### config.mk
export PLATFORM = sky130hd
export DESIGN_NAME = sram_seq_ctrl
export DESIGN_NICKNAME = d
export VERILOG_FILES = /design/src/rtl/sram_seq_pkg.sv /design/src/rtl/sram_seq_timer.sv /design/src/rtl/sram_seq_lanes.sv /design/src/rtl/sram_seq_ctrl.sv
export SDC_FILE = /design/constraint.sdc
export NUM_CORES = 1
export LEC_CHECK = 0
export CAP_MARGIN = 20
export CORE_ASPECT_RATIO = 1.5
export CORE_MARGIN = 2
export CORE_UTILIZATION = 44
export CTS_BUF_LIST = sky130_fd_sc_hd__clkbuf_16
export DETAILED_ROUTE_END_ITERATION = 10
export GPL_TIMING_DRIVEN = 0
export PLACE_DENSITY = 0.78
export SYNTH_ARGS = -nofsm -noshare
export SYNTH_HDL_FRONTEND = slang
export SYNTH_SLANG_ARGS = --single-unit
### constraint.sdc
create_clock -name clk -period 2.5 [get_ports clk]
set_input_delay 0.5 -clock clk [delete_from_list [all_inputs] [get_ports clk]]
set_output_delay 0.5 -clock clk [all_outputs]
set_load 0.02 [all_outputs]
### src/rtl/sram_seq_pkg.sv
package sram_seq_pkg;

  typedef enum logic [2:0] {
    ST_IDLE,
    ST_SETUP,
    ST_RD,
    ST_WR_LEAD,
    ST_WR_PULSE,
    ST_WR_HOLD,
    ST_TURN
  } seq_state_e;

  typedef struct packed {
    logic ce1_n;
    logic ce2;
    logic we_n;
    logic oe_n;
    logic dq_oe;
    logic lanes_on;
  } pin_ctl_t;

  localparam pin_ctl_t PINS_PARK = '{ce1_n: 1'b1, ce2: 1'b0, we_n: 1'b1, oe_n: 1'b1,
                                     dq_oe: 1'b0, lanes_on: 1'b0};

  function automatic pin_ctl_t pins_for(seq_state_e s);
    pin_ctl_t p;
    p = '{ce1_n: 1'b0, ce2: 1'b1, we_n: 1'b1, oe_n: 1'b1, dq_oe: 1'b0, lanes_on: 1'b1};
    case (s)
      ST_SETUP:    ;
      ST_RD:       p.oe_n = 1'b0;
      ST_WR_LEAD:  p.we_n = 1'b0;
      ST_WR_PULSE: begin p.we_n = 1'b0; p.dq_oe = 1'b1; end
      ST_WR_HOLD:  p.dq_oe = 1'b1;
      default:     p = PINS_PARK;
    endcase
    return p;
  endfunction

endpackage

### src/rtl/sram_seq_timer.sv
module sram_seq_timer #(
  parameter int CW = 4
) (
  input  logic          clk,
  input  logic          rst,
  input  logic          load,
  input  logic [CW-1:0] load_val,
  output logic          expired
);
  localparam logic [CW-1:0] ONE = CW'(1);

  logic [CW-1:0] cnt_q;

  always_ff @(posedge clk) begin
    if (rst)                cnt_q <= ONE;
    else if (load)          cnt_q <= (load_val == '0) ? ONE : load_val;
    else if (cnt_q > ONE)   cnt_q <= cnt_q - ONE;
  end

  assign expired = (cnt_q == ONE);


  zero_count_clamp_chk: assert property (@(posedge clk) disable iff (rst)
    (load && load_val == '0) |=> expired);

endmodule

### src/rtl/sram_seq_lanes.sv
module sram_seq_lanes #(
  parameter int DW = 16
) (
  input  logic [DW/8-1:0] mask,
  input  logic [DW-1:0]   dq_in,
  output logic [DW/8-1:0] be_n,
  output logic [DW-1:0]   rd_masked
);
  for (genvar g = 0; g < DW/8; g++) begin : g_lane
    assign be_n[g]            = ~mask[g];
    assign rd_masked[g*8 +: 8] = mask[g] ? dq_in[g*8 +: 8] : 8'h00;
  end
endmodule

### src/rtl/sram_seq_ctrl.sv
module sram_seq_ctrl
  import sram_seq_pkg::*;
#(
  parameter int AW = 18,
  parameter int DW = 16,
  parameter int CW = 4
) (
  input  logic            clk,
  input  logic            rst,
  input  logic            req_valid,
  output logic            req_ready,
  input  logic            req_write,
  input  logic [AW-1:0]   req_addr,
  input  logic [DW-1:0]   req_wdata,
  input  logic [DW/8-1:0] req_mask,
  input  logic [CW-1:0]   cfg_rd_cycles,
  input  logic [CW-1:0]   cfg_wr_cycles,
  input  logic [CW-1:0]   cfg_hold_cycles,
  input  logic [CW-1:0]   cfg_turn_cycles,
  output logic [DW-1:0]   rsp_rdata,
  output logic            rsp_done,
  output logic [AW-1:0]   mem_addr,
  output logic            mem_ce1_n,
  output logic            mem_ce2,
  output logic            mem_we_n,
  output logic            mem_oe_n,
  output logic [DW/8-1:0] mem_be_n,
  output logic [DW-1:0]   mem_dq_out,
  output logic            mem_dq_oe,
  input  logic [DW-1:0]   mem_dq_in
);
  localparam int LANES = DW / 8;

  seq_state_e       state_q, state_d;
  logic             write_q;
  logic [LANES-1:0] mask_q, mask_nx, lane_be_n;
  logic [DW-1:0]    rd_masked;
  logic [CW-1:0]    rd_q, wr_q, hold_q, turn_q, t_val;
  logic             t_load, t_exp, capture, done_d;
  logic             accept, zero_req;
  pin_ctl_t         pins_nx;

  assign accept   = req_valid && req_ready;
  assign zero_req = (req_mask == '0);
  assign mask_nx  = (accept && !zero_req) ? req_mask : mask_q;

  sram_seq_timer #(.CW(CW)) timer_i (
    .clk(clk), .rst(rst), .load(t_load), .load_val(t_val), .expired(t_exp)
  );

  sram_seq_lanes #(.DW(DW)) lanes_i (
    .mask(mask_nx), .dq_in(mem_dq_in), .be_n(lane_be_n), .rd_masked(rd_masked)
  );

  always_comb begin
    state_d = state_q;
    t_load  = 1'b0;
    t_val   = rd_q;
    capture = 1'b0;
    done_d  = 1'b0;
    case (state_q)
      ST_IDLE: if (accept) begin
        if (zero_req) done_d  = 1'b1;
        else          state_d = ST_SETUP;
      end
      ST_SETUP: begin
        if (write_q) state_d = ST_WR_LEAD;
        else begin state_d = ST_RD; t_load = 1'b1; t_val = rd_q; end
      end
      ST_RD: if (t_exp) begin
        state_d = ST_TURN; t_load = 1'b1; t_val = turn_q;
        capture = 1'b1;    done_d = 1'b1;
      end
      ST_WR_LEAD: begin state_d = ST_WR_PULSE; t_load = 1'b1; t_val = wr_q; end
      ST_WR_PULSE: if (t_exp) begin
        state_d = ST_WR_HOLD; t_load = 1'b1; t_val = hold_q;
      end
      ST_WR_HOLD: if (t_exp) begin
        state_d = ST_TURN; t_load = 1'b1; t_val = turn_q; done_d = 1'b1;
      end
      ST_TURN: if (t_exp) state_d = ST_IDLE;
      default: state_d = ST_IDLE;
    endcase
  end

  assign pins_nx = pins_for(state_d);

  always_ff @(posedge clk) begin
    if (rst) begin
      state_q    <= ST_IDLE;
      req_ready  <= 1'b1;
      rsp_done   <= 1'b0;
      rsp_rdata  <= '0;
      write_q    <= 1'b0;
      mask_q     <= '0;
      rd_q       <= CW'(1);
      wr_q       <= CW'(1);
      hold_q     <= CW'(1);
      turn_q     <= CW'(1);
      mem_addr   <= '0;
      mem_dq_out <= '0;
      mem_ce1_n  <= 1'b1;
      mem_ce2    <= 1'b0;
      mem_we_n   <= 1'b1;
      mem_oe_n   <= 1'b1;
      mem_dq_oe  <= 1'b0;
      mem_be_n   <= '1;
    end else begin
      state_q   <= state_d;
      req_ready <= (state_d == ST_IDLE);
      rsp_done  <= done_d;
      if (capture) rsp_rdata <= rd_masked;
      if (accept && !zero_req) begin
        write_q    <= req_write;
        mask_q     <= req_mask;
        mem_addr   <= req_addr;
        mem_dq_out <= req_wdata;
        rd_q       <= cfg_rd_cycles;
        wr_q       <= cfg_wr_cycles;
        hold_q     <= cfg_hold_cycles;
        turn_q     <= cfg_turn_cycles;
      end
      mem_ce1_n <= pins_nx.ce1_n;
      mem_ce2   <= pins_nx.ce2;
      mem_we_n  <= pins_nx.we_n;
      mem_oe_n  <= pins_nx.oe_n;
      mem_dq_oe <= pins_nx.dq_oe;
      mem_be_n  <= pins_nx.lanes_on ? lane_be_n : '1;
    end
  end


  idle_standby_chk: assert property (@(posedge clk) disable iff (rst)
    req_ready |-> (mem_ce1_n && !mem_ce2 && mem_we_n && mem_oe_n && !mem_dq_oe && mem_be_n == '1));


  lanes_on_chk: assert property (@(posedge clk) disable iff (rst)
    !mem_ce1_n |-> (mem_be_n != '1));


  strobe_oe_excl_chk: assert property (@(posedge clk) disable iff (rst)
    !mem_we_n |-> mem_oe_n);


  drive_after_strobe_chk: assert property (@(posedge clk) disable iff (rst)
    $rose(mem_dq_oe) |-> $past(!mem_we_n));


  addr_change_chk: assert property (@(posedge clk) disable iff (rst)
    !$stable(mem_addr) |-> (mem_we_n && $past(mem_we_n)));


  zero_mask_chk: assert property (@(posedge clk) disable iff (rst)
    (accept && zero_req) |=> (rsp_done && req_ready && mem_ce1_n));


  no_contention_chk: assert property (@(posedge clk) disable iff (rst)
    mem_dq_oe |-> mem_oe_n);

endmodule

==> impl_summary.txt, run 1 <==
----------------------------------------------------
[Status]
  Status ... completed

[Synthesis]
  Post-synth EDFFs ... 0
  Syn Nets ... a little under 500
  Area fraction in compound gates after synthesis ... 19.6%
  Synth Instances ... ~410
  Netlist area before placement ... around 3400 um^2
  Seq/Total Area, Yosys ... approximately half
  Simple-Gate Fraction of Synth Area ... between 20% and 30%
  Top cells by area, synth ... sky130_fd_sc_hd__dfxtp_1, sky130_fd_sc_hd__nand2_1, sky130_fd_sc_hd__a21oi_1, sky130_fd_sc_hd__a22o_1, sky130_fd_sc_hd__clkbuf_1
  Largest family of logic cells by synthesized area ... simple AND/OR/NAND/NOR gates
  Yosys reg bits ... 85
  Most frequently used cell type in the post-synthesis netlist ... sky130_fd_sc_hd__nand2_1
  Count of different cell masters after synthesis ... 48
  Per-instance average area after synthesis ... 8.19 um^2
  Xor-xnor portion of the synthesized cell area ... 1.04%
  Adder-cell share of the synthesized area ... less than 1%
  Dominant synthesized flop cell ... sky130_fd_sc_hd__dfxtp_1
  Share of synthesized registers carrying an async set or reset ... 0%
  Cell type contributing the most total cell area after synthesis ... sky130_fd_sc_hd__dfxtp_1
  Most used standard cells in the synthesized netlist ... sky130_fd_sc_hd__nand2_1, sky130_fd_sc_hd__dfxtp_1, sky130_fd_sc_hd__a21oi_1
  Fraction of synthesized cell area taken by the top area cell type ... roughly 50%
  Synthesis warning total ... 0
  Mux share of post-synthesis cell area ... 0.334%

[Power and ir drop]
  Switching share of power ... a little over a third
  Leakage power summed over all cells ... between 1.5 and 2 nW
  Sequential group share of total power ... between 30% and 40%
  Pwr/cell area ... around 900 nW/um^2
  Power consumption ... between 4 and 5 mW
  Proportion of power drawn by combinational gates ... a little under two fifths
  Internal power ... 2.95 mW
  Switching power ... around 1.6 mW
  Worst voltage drop across the vdd grid ... around 0.56 mV
  Clock Power Share ... between 20% and 30%

[GRT]
  Leftover overflow at the end of global routing ... 0
  Maximum number of pins on one net before global-route repair ... 13
  Initial antenna violation count ... 0
  Vias in the first global route ... approximately 3.2k
  Overall track demand over capacity in global routing ... a little under a quarter
  First-pass GRT wire length ... approximately 15 mm

[Timing]
  Slew margin rel. ... between 50% and 60%
  Final-report hold violation count ... 0
  Maximum clock frequency ... 452 MHz
  Setup repair after global routing missed its margin ... false
  Number of endpoints failing setup at the final stage ... 0
  Pins over their slew limit ... 0
  Maximum clock skew at final layout ... between 0.004 and 0.005 ns
  Tcrit/Tclk final ... about nine tenths
  Crit path time final ... ~2.2 ns
  Tightest Pin Transition ... 0.631 ns

[Layout]
  Area occupied by multi-input gates ... between 1500 and 2000 um^2
  Fraction of layout cells with a size suffix above 1 ... around 5.6%
  Syn-to-layout area delta ... 49.3%
  # nets final ... roughly 630
  Layout filler cell count ... 690
  Layout Utilization ... between 60% and 70%
  Final antenna diode count ... 0
  Register area ... about 1700 um^2

[Routing]
  Post-DR vias/cell ... a little over 5
  Number of detailed-routing iterations run before antenna repair ... 4
  Post-detailed-route count of antenna-violating nets ... 0
  DRC violation count after routing ... 0
  Routed wire per std cell ... between 10 and 15 um
  Via count ... ~3.3k
  Drt first-iter violations ... between 100 and 150
  Final Routed Wirelength ... between 9 and 10 mm

[Critical path]
  R2r worst-path depth ... 6
  Max stage delay on crit path ... 0.51 ns
  Worst Setup End Kind ... flip-flop
  Required @ worst endpoint ... 2.71 ns
  Critical path class ... in2reg
  Critical Path Most Common Cell ... sky130_fd_sc_hd__nand2_1
  Nature of the critical path startpoint ... input port
  Critical path data arrival time ... about 2.4 ns
  Slowest stage cell, crit path ... sky130_fd_sc_hd__clkdlybuf4s50_1
  Cell chain of the critical path ... clkdlybuf4s50_1 -> nand2_1 -> nor2_1 -> or3_1 -> a21oi_1 -> a211oi_1 -> nand2_1
  Crit Path Max Fanout ... 8

[CTS]
  Clock root buffer master ... sky130_fd_sc_hd__clkbuf_16
  Bufs on Longest Clock Path ... 2
  Resize count post-CTS ... 0
  Number of hold buffers added after cts ... 0
  CTS tree ... done
  Latest clock arrival within the worst-skew pair ... about 0.34 ns
  Total setup buffers inserted after CTS ... 0
  Clock buffer count from CTS ... 9
  Number of clock sinks ... 85
  H-tree levels ... 3
  Clock-pin slew on the worst setup and hold paths ... roughly 0.06 ns

[Flow run]
  Number of maximum-capacitance violations ... 0

[Floorplanning]
  Total die area ... between 8000 and 9000 um^2
  Width of the chip ... 75.5 um
  IO Pins ... around 130
  Die Span Y ... ~110 um
  Core Region ... about 7500 um^2
  Starting Density ... between 40% and 50%
  # rows ... 39

[Place]
  Weighted congestion reported at the end of routability-driven placement ... ~0.91
  Post-DP HPWL ... between 6 and 7 mm
  Input/output buffers ... roughly 130

[Hold path]
  Worst hold-check path type ... reg2reg
  Number of cells on the worst hold path ... 2

----------------------------------------------------
-- placed cells by master (no fill, tap or decap), types with 2 or more instances in the layout --
master	synthesis	final
sky130_fd_sc_hd__a21oi_1	64	64
sky130_fd_sc_hd__clkdlybuf4s50_1	0	129
sky130_fd_sc_hd__o21ai_0	9	9
sky130_fd_sc_hd__ha_1	2	2
sky130_fd_sc_hd__a211oi_1	3	3
sky130_fd_sc_hd__nand2_1	125	125
sky130_fd_sc_hd__nor3_1	3	3
sky130_fd_sc_hd__buf_2	4	4
sky130_fd_sc_hd__nand2b_1	3	3
sky130_fd_sc_hd__dfxtp_1	85	85
sky130_fd_sc_hd__clkbuf_16	0	9
sky130_fd_sc_hd__a22oi_1	3	3
sky130_fd_sc_hd__inv_1	5	6
sky130_fd_sc_hd__nor2b_1	3	3
sky130_fd_sc_hd__a22o_1	10	10
sky130_fd_sc_hd__o21ai_1	2	2
sky130_fd_sc_hd__o221ai_1	2	2
sky130_fd_sc_hd__nor2_1	14	14
sky130_fd_sc_hd__o22ai_1	4	4
sky130_fd_sc_hd__a21o_1	2	2
sky130_fd_sc_hd__buf_4	2	2
sky130_fd_sc_hd__a311o_1	2	2
sky130_fd_sc_hd__clkbuf_1	19	19
sky130_fd_sc_hd__nand3b_1	7	7
sky130_fd_sc_hd__nand3_1	12	12
sky130_fd_sc_hd__xnor2_1	3	3
-- registers in the layout (all words and copies together), names as in the netlist, 2 cells and up --
name / count
hold_q: 4
mask_q: 2
mem_addr: 18
mem_be_n: 2
mem_dq_out: 16
rd_q: 4
rsp_rdata: 16
state_q: 3
timer_i.cnt_q: 4
turn_q: 4
wr_q: 4
-- layout make-up --
type,count,share of cell area (%)
plain buffers,26,2.33
inverters,5,0.372
multi-input cells,296,30.5
clock buffers,9,4.47
flip-flops and latches,85,33.8
well taps,102,2.53
repair buffers,129,25.6
clock inverters,4,0.397
-- critical path, delay by kind of cell --
kind	cells	cell delay, ns
and+or+nand+nor	4	0.89
AOI/OAI and AO/OA	2	0.51
buffers and inverters	1	0.51
-- cell families (layout without fill, tap and decap cells) --
logic type | count (synthesis) | in the layout
AOI/OAI and AO/OA | 109 | 109
DFF | 85 | 85
buffers and inverters | 31 | 173
xor gates and xnor gates | 4 | 4
adders and majority gates | 2 | 2
and+or+nand+nor | 180 | 180
muxes | 1 | 1
-- power groups by stage --
stage | logic, mW | registers [mW] | clock network (mW)
finish | 1.74 | 1.68 | 1.14
global route | 1.91 | 1.71 | 1.20
CTS | 1.74 | 1.68 | 1.15
detailed placement | 1.72 | 1.71 | 0
global placement | 1.69 | 1.70 | 0
floorplan | 1.02 | 1.82 | 0
-- per-stage QoR --
step / setup slack, ns / hold slack (ns) / area [um^2] / setup TNS (ns) / std cells
6_report: 0.289 / 0.447 / 5040 / 0 / 656
5_1_grt: 0.109 / 0.467 / 5040 / 0 / 656
4_1_cts: 0.264 / 0.450 / 5040 / 0 / 656
3_5_place_dp: -0.0921 / 0.443 / 4790 / -0.276 / 643
3_3_place_gp: -0.0825 / 0.438 / 4790 / -0.246 / 643
2_1_floorplan: 0.723 / 0.432 / 3380 / 0 / 412
-- routing by layer --
metal	up-vias	track usage, %	part of all wire [%]
met5	-	0	0
met4	0	9.59	2.7
met3	19	4.91	4.6
met2	95	39.5	54
met1	1529	25.1	39
li1	1678	-	-
-- final timing paths --
path	start	end	slack, ns
worst max-delay path	req_valid	mem_be_n[0]	0.29
worst min-delay path	rsp_rdata[12]	rsp_rdata[12]	0.45
worst max register to register	timer_i.cnt_q[0]	timer_i.cnt_q[0]	0.45
worst min register to register	rsp_rdata[12]	rsp_rdata[12]	0.45
Note: power is estimated with default switching activity, not from simulation.
==> run 2: changes to the inputs <==
--- a/config.mk
+++ b/config.mk
@@ -8,11 +8,11 @@
 export CAP_MARGIN = 20
 export CORE_ASPECT_RATIO = 1.5
 export CORE_MARGIN = 2
-export CORE_UTILIZATION = 44
+export CORE_UTILIZATION = 47
 export CTS_BUF_LIST = sky130_fd_sc_hd__clkbuf_16
 export DETAILED_ROUTE_END_ITERATION = 10
 export GPL_TIMING_DRIVEN = 0
-export PLACE_DENSITY = 0.78
+export PLACE_DENSITY = 0.82
 export SYNTH_ARGS = -nofsm -noshare
 export SYNTH_HDL_FRONTEND = slang
 export SYNTH_SLANG_ARGS = --single-unit
==> constraint.sdc (replaced) <==
create_clock -name clk -period 2.6 [get_ports clk]
set_input_delay 0.52 -clock clk [delete_from_list [all_inputs] [get_ports clk]]
set_output_delay 0.52 -clock clk [all_outputs]
set_load 0.02 [all_outputs]
==> impl_summary.txt, run 2 (synthesis results as in run 1) <==
----------------------------------------------------
[Layout]
  Max reg flops ... 18 (unchanged)
  Commonest cells after routing, fill and taps aside ... sky130_fd_sc_hd__clkdlybuf4s50_1, sky130_fd_sc_hd__nand2_1, sky130_fd_sc_hd__dfxtp_1 (unchanged)
  Layout filler cell count ... 556 (was 690)
  Final antenna diode count ... 0 (unchanged)
  Register area ... 1700 um^2 (unchanged)
  Area occupied by multi-input gates ... 1540 um^2 (unchanged)
  Post-route standard cell area excluding fillers ... 5100 um^2 (was 5040 um^2)
  Biggest regs ... mem_addr (18), mem_dq_out (16), rsp_rdata (16) (unchanged)
  # nets final ... 626 (unchanged)
  Most common cell after layout, fill and taps aside ... sky130_fd_sc_hd__clkdlybuf4s50_1 (unchanged)
  Fraction of layout cells with a size suffix above 1 ... 6.10% (was 5.60%)
  Most flops, register ... mem_addr (unchanged)
  Syn-to-layout area delta ... 51.2% (was 49.3%)

[Routing]
  Post-DR vias/cell ... 5.34 (was 5.06)
  Final Routed Wirelength ... 9.13 mm (was 9.00 mm)
  Post-detailed-route count of antenna-violating nets ... 0 (unchanged)
  Drt first-iter violations ... 232 (was 136)
  Routed wire per std cell ... 14.4 um (was 13.7 um)
  Number of detailed-routing iterations run before antenna repair ... 4 (unchanged)
  Via count ... 3391 (was 3321)
  DRC violation count after routing ... 0 (unchanged)

[CTS]
  Total setup buffers inserted after CTS ... 0 (unchanged)
  CTS tree ... done (unchanged)
  Number of hold buffers added after cts ... 0 (unchanged)
  Number of clock sinks ... 85 (unchanged)
  Latest clock arrival within the worst-skew pair ... 0.34 ns (about the same)
  Clock buffer count from CTS ... 9 (unchanged)
  Bufs on Longest Clock Path ... 2 (unchanged)
  Clock-pin slew on the worst setup and hold paths ... 0.06 ns (about the same)
  Resize count post-CTS ... 0 (unchanged)
  H-tree levels ... 3 (unchanged)
  Clock root buffer master ... sky130_fd_sc_hd__clkbuf_16 (unchanged)

[Timing]
  Hold slack final ... 0.453 ns (was 0.447 ns)
  Setup TNS ... 0 ns (unchanged)
  Tightest Pin Transition ... 0.609 ns (was 0.631 ns)
  Number of endpoints failing setup at the final stage ... 0 (unchanged)
  Setup repair after global routing missed its margin ... false (unchanged)
  Maximum clock frequency ... about 460 MHz
  Crit path time final ... between 2 and 2.5 ns
  Pins over their slew limit ... 0 (unchanged)
  Maximum clock skew at final layout ... 0.00632 ns (was 0.00482 ns)
  Final-report hold violation count ... 0 (unchanged)
  Tcrit/Tclk final ... approximately 83%
  Slew margin rel. ... 59.2% (was 57.8%)

[GRT]
  First-pass GRT wire length ... 14.8 mm (about the same)
  Overall track demand over capacity in global routing ... 24.0% (was 22.5%)
  Vias in the first global route ... 3208 (was 3218)
  Initial antenna violation count ... 0 (unchanged)
  Leftover overflow at the end of global routing ... 0 (unchanged)
  Maximum number of pins on one net before global-route repair ... 15 (was 13)

[Floorplanning]
  Die Span Y ... 108 um (was 111 um)
  IO Pins ... 131 (unchanged)
  Total die area ... 7890 um^2 (was 8400 um^2)
  Core Region ... 6900 um^2 (was 7510 um^2)
  # rows ... 37 (was 39)
  Width of the chip ... 73.2 um (was 75.5 um)
  Starting Density ... 48.9% (was 44.9%)

[Power and ir drop]
  Worst voltage drop across the vdd grid ... 0.521 mV (was 0.556 mV)
  Pwr/cell area ... 926 nW/um^2 (was 904 nW/um^2)
  Leakage power summed over all cells ... 1.90 nW (was 1.85 nW)

[Flow run]
  Number of maximum-capacitance violations ... 0 (unchanged)

[Critical path]
  Critical path class ... in2reg (unchanged)
  Crit Path Max Fanout ... 8 (unchanged)
  Required @ worst endpoint ... 2.81 ns (was 2.71 ns)
  Critical path data arrival time ... 2.38 ns (was 2.42 ns)
  Nature of the critical path startpoint ... input port (unchanged)
  Worst Setup End Kind ... flip-flop (unchanged)

[Place]
  Input/output buffers ... 129 (unchanged)
  Weighted congestion reported at the end of routability-driven placement ... 0.899 (was 0.906)
  Post-DP HPWL ... 6.86 mm (was 6.88 mm)
  Placed cell area ... 4760 um^2 (was 4790 um^2)

[Hold path]
  Worst hold-check path type ... reg2reg (unchanged)

[Status]
  Status ... completed (unchanged)

----------------------------------------------------
## run 2: cell types whose count changed in the layout (fill, tap and decap cells not counted)
| cell | before | now |
|---|---|---|
| sky130_fd_sc_hd__bufinv_16 | 0 | 3 |
| sky130_fd_sc_hd__clkinv_1 | 1 | 0 |
| sky130_fd_sc_hd__clkinv_2 | 1 | 0 |
| sky130_fd_sc_hd__clkinv_4 | 0 | 1 |
| sky130_fd_sc_hd__clkinvlp_4 | 1 | 0 |
| sky130_fd_sc_hd__inv_1 | 6 | 7 |
| sky130_fd_sc_hd__inv_6 | 0 | 1 |
## run 2: final timing paths
check	start	endpoint	slack, ns	cells after the start
max	req_valid	mem_be_n[1]	0.43	7
min	mem_dq_out[11]	mem_dq_out[11]	0.45	2
max reg2reg	timer_i.cnt_q[0]	timer_i.cnt_q[0]	0.51	6
min reg2reg	mem_dq_out[11]	mem_dq_out[11]	0.45	2
## run 2: final cells by class
| class | count | area share, % |
|---|---|---|
| Buffer | 26 | 2.30 |
| Clock buffer | 9 | 4.41 |
| Clock inverter | 7 | 2.25 |
| Inverter | 5 | 0.368 |
| Multi-Input combinational cell | 296 | 30.1 |
| Sequential cell | 85 | 33.3 |
| Tap cell | 78 | 1.91 |
| Timing Repair Buffer | 129 | 25.3 |
## run 2: metal layers
layer | global-route usage, % | vias to the layer above | routed length (um)
li1 | - | 1682 | -
met1 | 25.6 | 1547 | 3360
met2 | 43.1 | 136 | 4930
met3 | 6.46 | 26 | 627
met4 | 9.92 | 0 | 214
met5 | 0 | - | 0
## run 2: report_power, final
part	internal [mW]	switching [mW]
Sequential	1.49	0.127
Combinational	0.729	0.948
Clock	0.936	0.501
Total	3.15	1.58
## run 2: stage by stage
stage               total power [mW]  setup slack [ns]  utilization [%]  std cells
floorplan                       2.73             0.823                -        412
finish                          4.73             0.432             74.0        635
global placement                3.26            0.0221             69.1        619
detailed placement              3.30           -0.0175             69.1        619
CTS                             4.73             0.330             74.0        635
global route                    4.98             0.252             74.0        635
## run 2: critical path, cell delays in order
cell	delay, ns
sky130_fd_sc_hd__clkdlybuf4s50_1	0.49
sky130_fd_sc_hd__nand2_1	0.09
sky130_fd_sc_hd__nor2_1	0.50
sky130_fd_sc_hd__or3_1	0.19
sky130_fd_sc_hd__a21oi_1	0.06
sky130_fd_sc_hd__a211oi_1	0.42
sky130_fd_sc_hd__nand2_1	0.11
==> run 3: changes to the inputs <==
--- a/config.mk
+++ b/config.mk
@@ -8,11 +8,11 @@
 export CAP_MARGIN = 20
 export CORE_ASPECT_RATIO = 1.5
 export CORE_MARGIN = 2
-export CORE_UTILIZATION = 47
+export CORE_UTILIZATION = 39
 export CTS_BUF_LIST = sky130_fd_sc_hd__clkbuf_16
 export DETAILED_ROUTE_END_ITERATION = 10
 export GPL_TIMING_DRIVEN = 0
-export PLACE_DENSITY = 0.82
+export PLACE_DENSITY = 0.73
 export SYNTH_ARGS = -nofsm -noshare
 export SYNTH_HDL_FRONTEND = slang
 export SYNTH_SLANG_ARGS = --single-unit
==> constraint.sdc (replaced) <==
create_clock -name clk -period 1.9 [get_ports clk]
set_input_delay 0.38 -clock clk [delete_from_list [all_inputs] [get_ports clk]]
set_output_delay 0.38 -clock clk [all_outputs]
set_load 0.02 [all_outputs]
==> impl_summary.txt, run 3 (synthesis results as in run 1) <==
----------------------------------------------------
[GRT]
  Vias in the first global route ... 3328 (was 3208)
  Leftover overflow at the end of global routing ... 0 (unchanged)
  Initial antenna violation count ... 0 (unchanged)
  Overall track demand over capacity in global routing ... 20.8% (was 24.0%)
  Maximum number of pins on one net before global-route repair ... 14 (was 15)
  First-pass GRT wire length ... 15.5 mm (was 14.8 mm)

[Timing]
  Setup repair after global routing missed its margin ... true (was false)
  Pins over their slew limit ... 0 (unchanged)
  Number of endpoints failing setup at the final stage ... 0 (unchanged)
  Tcrit/Tclk final ... between 90% and 100%
  Maximum clock frequency ... around 530 MHz
  Setup TNS ... 0 ns (unchanged)
  Post-route setup slack ... 0.0192 ns (was 0.432 ns)
  Maximum clock skew at final layout ... 0.00283 ns (was 0.00632 ns)
  Hold slack final ... 0.447 ns (was 0.453 ns)
  Final-report hold violation count ... 0 (unchanged)
  Slew margin rel. ... 58.4% (was 59.2%)
  Crit path time final ... roughly 1.9 ns
  Tightest Pin Transition ... 0.625 ns (was 0.609 ns)

[Floorplanning]
  Die Span Y ... 118 um (was 108 um)
  # rows ... 41 (was 37)
  Core Region ... 8410 um^2 (was 6900 um^2)
  Width of the chip ... 80.0 um (was 73.2 um)
  Starting Density ... 40.1% (was 48.9%)
  Total die area ... 9430 um^2 (was 7890 um^2)
  IO Pins ... 131 (unchanged)

[Layout]
  Layout filler cell count ... 768 (was 556)
  Most flops, register ... mem_addr (unchanged)
  Area occupied by multi-input gates ... 1610 um^2 (was 1540 um^2)
  Register area ... 1710 um^2 (was 1700 um^2)
  Commonest cells after routing, fill and taps aside ... sky130_fd_sc_hd__clkdlybuf4s50_1, sky130_fd_sc_hd__nand2_1, sky130_fd_sc_hd__dfxtp_1 (unchanged)
  Final antenna diode count ... 0 (unchanged)
  Biggest regs ... mem_addr (18), mem_dq_out (16), rsp_rdata (16) (unchanged)
  Syn-to-layout area delta ... 54.2% (was 51.2%)
  Max reg flops ... 18 (unchanged)
  # nets final ... 630 (was 626)
  Most common cell after layout, fill and taps aside ... sky130_fd_sc_hd__clkdlybuf4s50_1 (unchanged)
  Fraction of layout cells with a size suffix above 1 ... 10.0% (was 6.10%)

[Routing]
  Drt first-iter violations ... 196 (was 232)
  Via count ... 3311 (was 3391)
  DRC violation count after routing ... 0 (unchanged)
  Post-detailed-route count of antenna-violating nets ... 0 (unchanged)
  Number of detailed-routing iterations run before antenna repair ... 4 (unchanged)
  Post-DR vias/cell ... 4.96 (was 5.34)
  Final Routed Wirelength ... 9.57 mm (was 9.13 mm)
  Routed wire per std cell ... 14.4 um (about the same)

[Power and ir drop]
  Sequential group share of total power ... 35.0% (was 34.1%)
  Worst voltage drop across the vdd grid ... 0.687 mV (was 0.521 mV)
  Leakage power summed over all cells ... 1.94 nW (was 1.90 nW)
  Internal power ... 4.16 mW (was 3.15 mW)
  Pwr/cell area ... 1230 nW/um^2 (was 926 nW/um^2)
  Switching share of power ... 34.9% (was 33.3%)
  Clock Power Share ... 26.0% (was 30.4%)
  Proportion of power drawn by combinational gates ... 39.0% (was 35.5%)
  Switching power ... 2.23 mW (was 1.58 mW)

[Place]
  Setup WS pre-CTS ... -0.593 ns (was -0.0175 ns)
  Weighted congestion reported at the end of routability-driven placement ... 0.916 (was 0.899)
  Post-DP HPWL ... 7.07 mm (was 6.86 mm)
  Input/output buffers ... 129 (unchanged)

[CTS]
  CTS tree ... done (unchanged)
  Clock buffer count from CTS ... 9 (unchanged)
  Clock-pin slew on the worst setup and hold paths ... 0.06 ns (about the same)
  Latest clock arrival within the worst-skew pair ... 0.33 ns (was 0.34 ns)
  H-tree levels ... 3 (unchanged)
  Number of hold buffers added after cts ... 0 (unchanged)
  Number of clock sinks ... 85 (unchanged)
  Bufs on Longest Clock Path ... 2 (unchanged)
  Clock root buffer master ... sky130_fd_sc_hd__clkbuf_16 (unchanged)

[Critical path]
  Critical path data arrival time ... 2.08 ns (was 2.38 ns)
  Required @ worst endpoint ... 2.10 ns (was 2.81 ns)
  Crit Path Max Fanout ... 6 (was 8)
  Critical path class ... reg2reg (was in2reg)
  Worst Setup End Kind ... flip-flop (unchanged)
  Nature of the critical path startpoint ... flip-flop (was input port)

[Status]
  Status ... completed (unchanged)

[Hold path]
  Worst hold-check path type ... reg2reg (unchanged)

[Flow run]
  Number of maximum-capacitance violations ... 0 (unchanged)

----------------------------------------------------
[run 3: repair_timing]
item | CTS | global route
endpoints found under the setup margin | 18 | 64
pin swaps | 4 | 3
setup buffers | 6 | 0
gates resized for setup | 16 | 22
[run 3: worst paths after layout]
kind / start / end / slack, ns / depth (start not counted)
worst min register to register: rsp_rdata[8] / rsp_rdata[8] / 0.45 / 2
worst max register to register: timer_i.cnt_q[1] / timer_i.cnt_q[3] / 0.02 / 8
worst max-delay path: timer_i.cnt_q[1] / timer_i.cnt_q[3] / 0.02 / 8
worst min-delay path: rsp_rdata[8] / rsp_rdata[8] / 0.45 / 2
[run 3: layer usage]
metal	up-vias	track usage [%]	wire, um
met5	-	0	0
met4	0	8.16	142
met3	10	4.75	450
met2	103	38.9	5360
met1	1513	21.6	3620
li1	1685	-	-
[run 3: power groups by stage]
stage	Combinational, mW	Sequential (mW)	Clock (mW)
after floorplan	1.35	2.39	0
after global routing	2.72	2.26	1.77
after detailed placement	2.27	2.25	0
after CTS	2.46	2.23	1.69
after global placement	2.25	2.24	0
final	2.50	2.24	1.66
[run 3: worst max-delay path, cell delays in order (launching register included)]
cell	delay, ns
sky130_fd_sc_hd__dfxtp_2	0.33
sky130_fd_sc_hd__inv_2	0.08
sky130_fd_sc_hd__ha_4	0.14
sky130_fd_sc_hd__or3b_4	0.45
sky130_fd_sc_hd__a221o_1	0.28
sky130_fd_sc_hd__o21ai_0	0.08
sky130_fd_sc_hd__o211a_1	0.20
sky130_fd_sc_hd__mux2_4	0.16
sky130_fd_sc_hd__nor2_1	0.04
[run 3: cell type report]
class                      count  share of cell area (%)
sequential                    85                    32.8
multi-input combinational    296                    30.9
timing repair buffer         135                    25.7
clock buffer                   9                    4.33
tap                          107                    2.57
buffer                        24                    2.28
clock inverter                 6                    1.06
inverter                       5                   0.360
[run 3: through the flow]
step / instance area, um^2 / util [%] / std cells / total power, mW
final: 5210 / 61.9 / 667 / 6.40
after global routing: 5210 / 61.9 / 667 / 6.76
after CTS: 5190 / 61.6 / 669 / 6.38
after detailed placement: 4800 / 57.1 / 648 / 4.53
after global placement: 4800 / 57.1 / 648 / 4.49
after floorplan: 3380 / - / 412 / 3.73
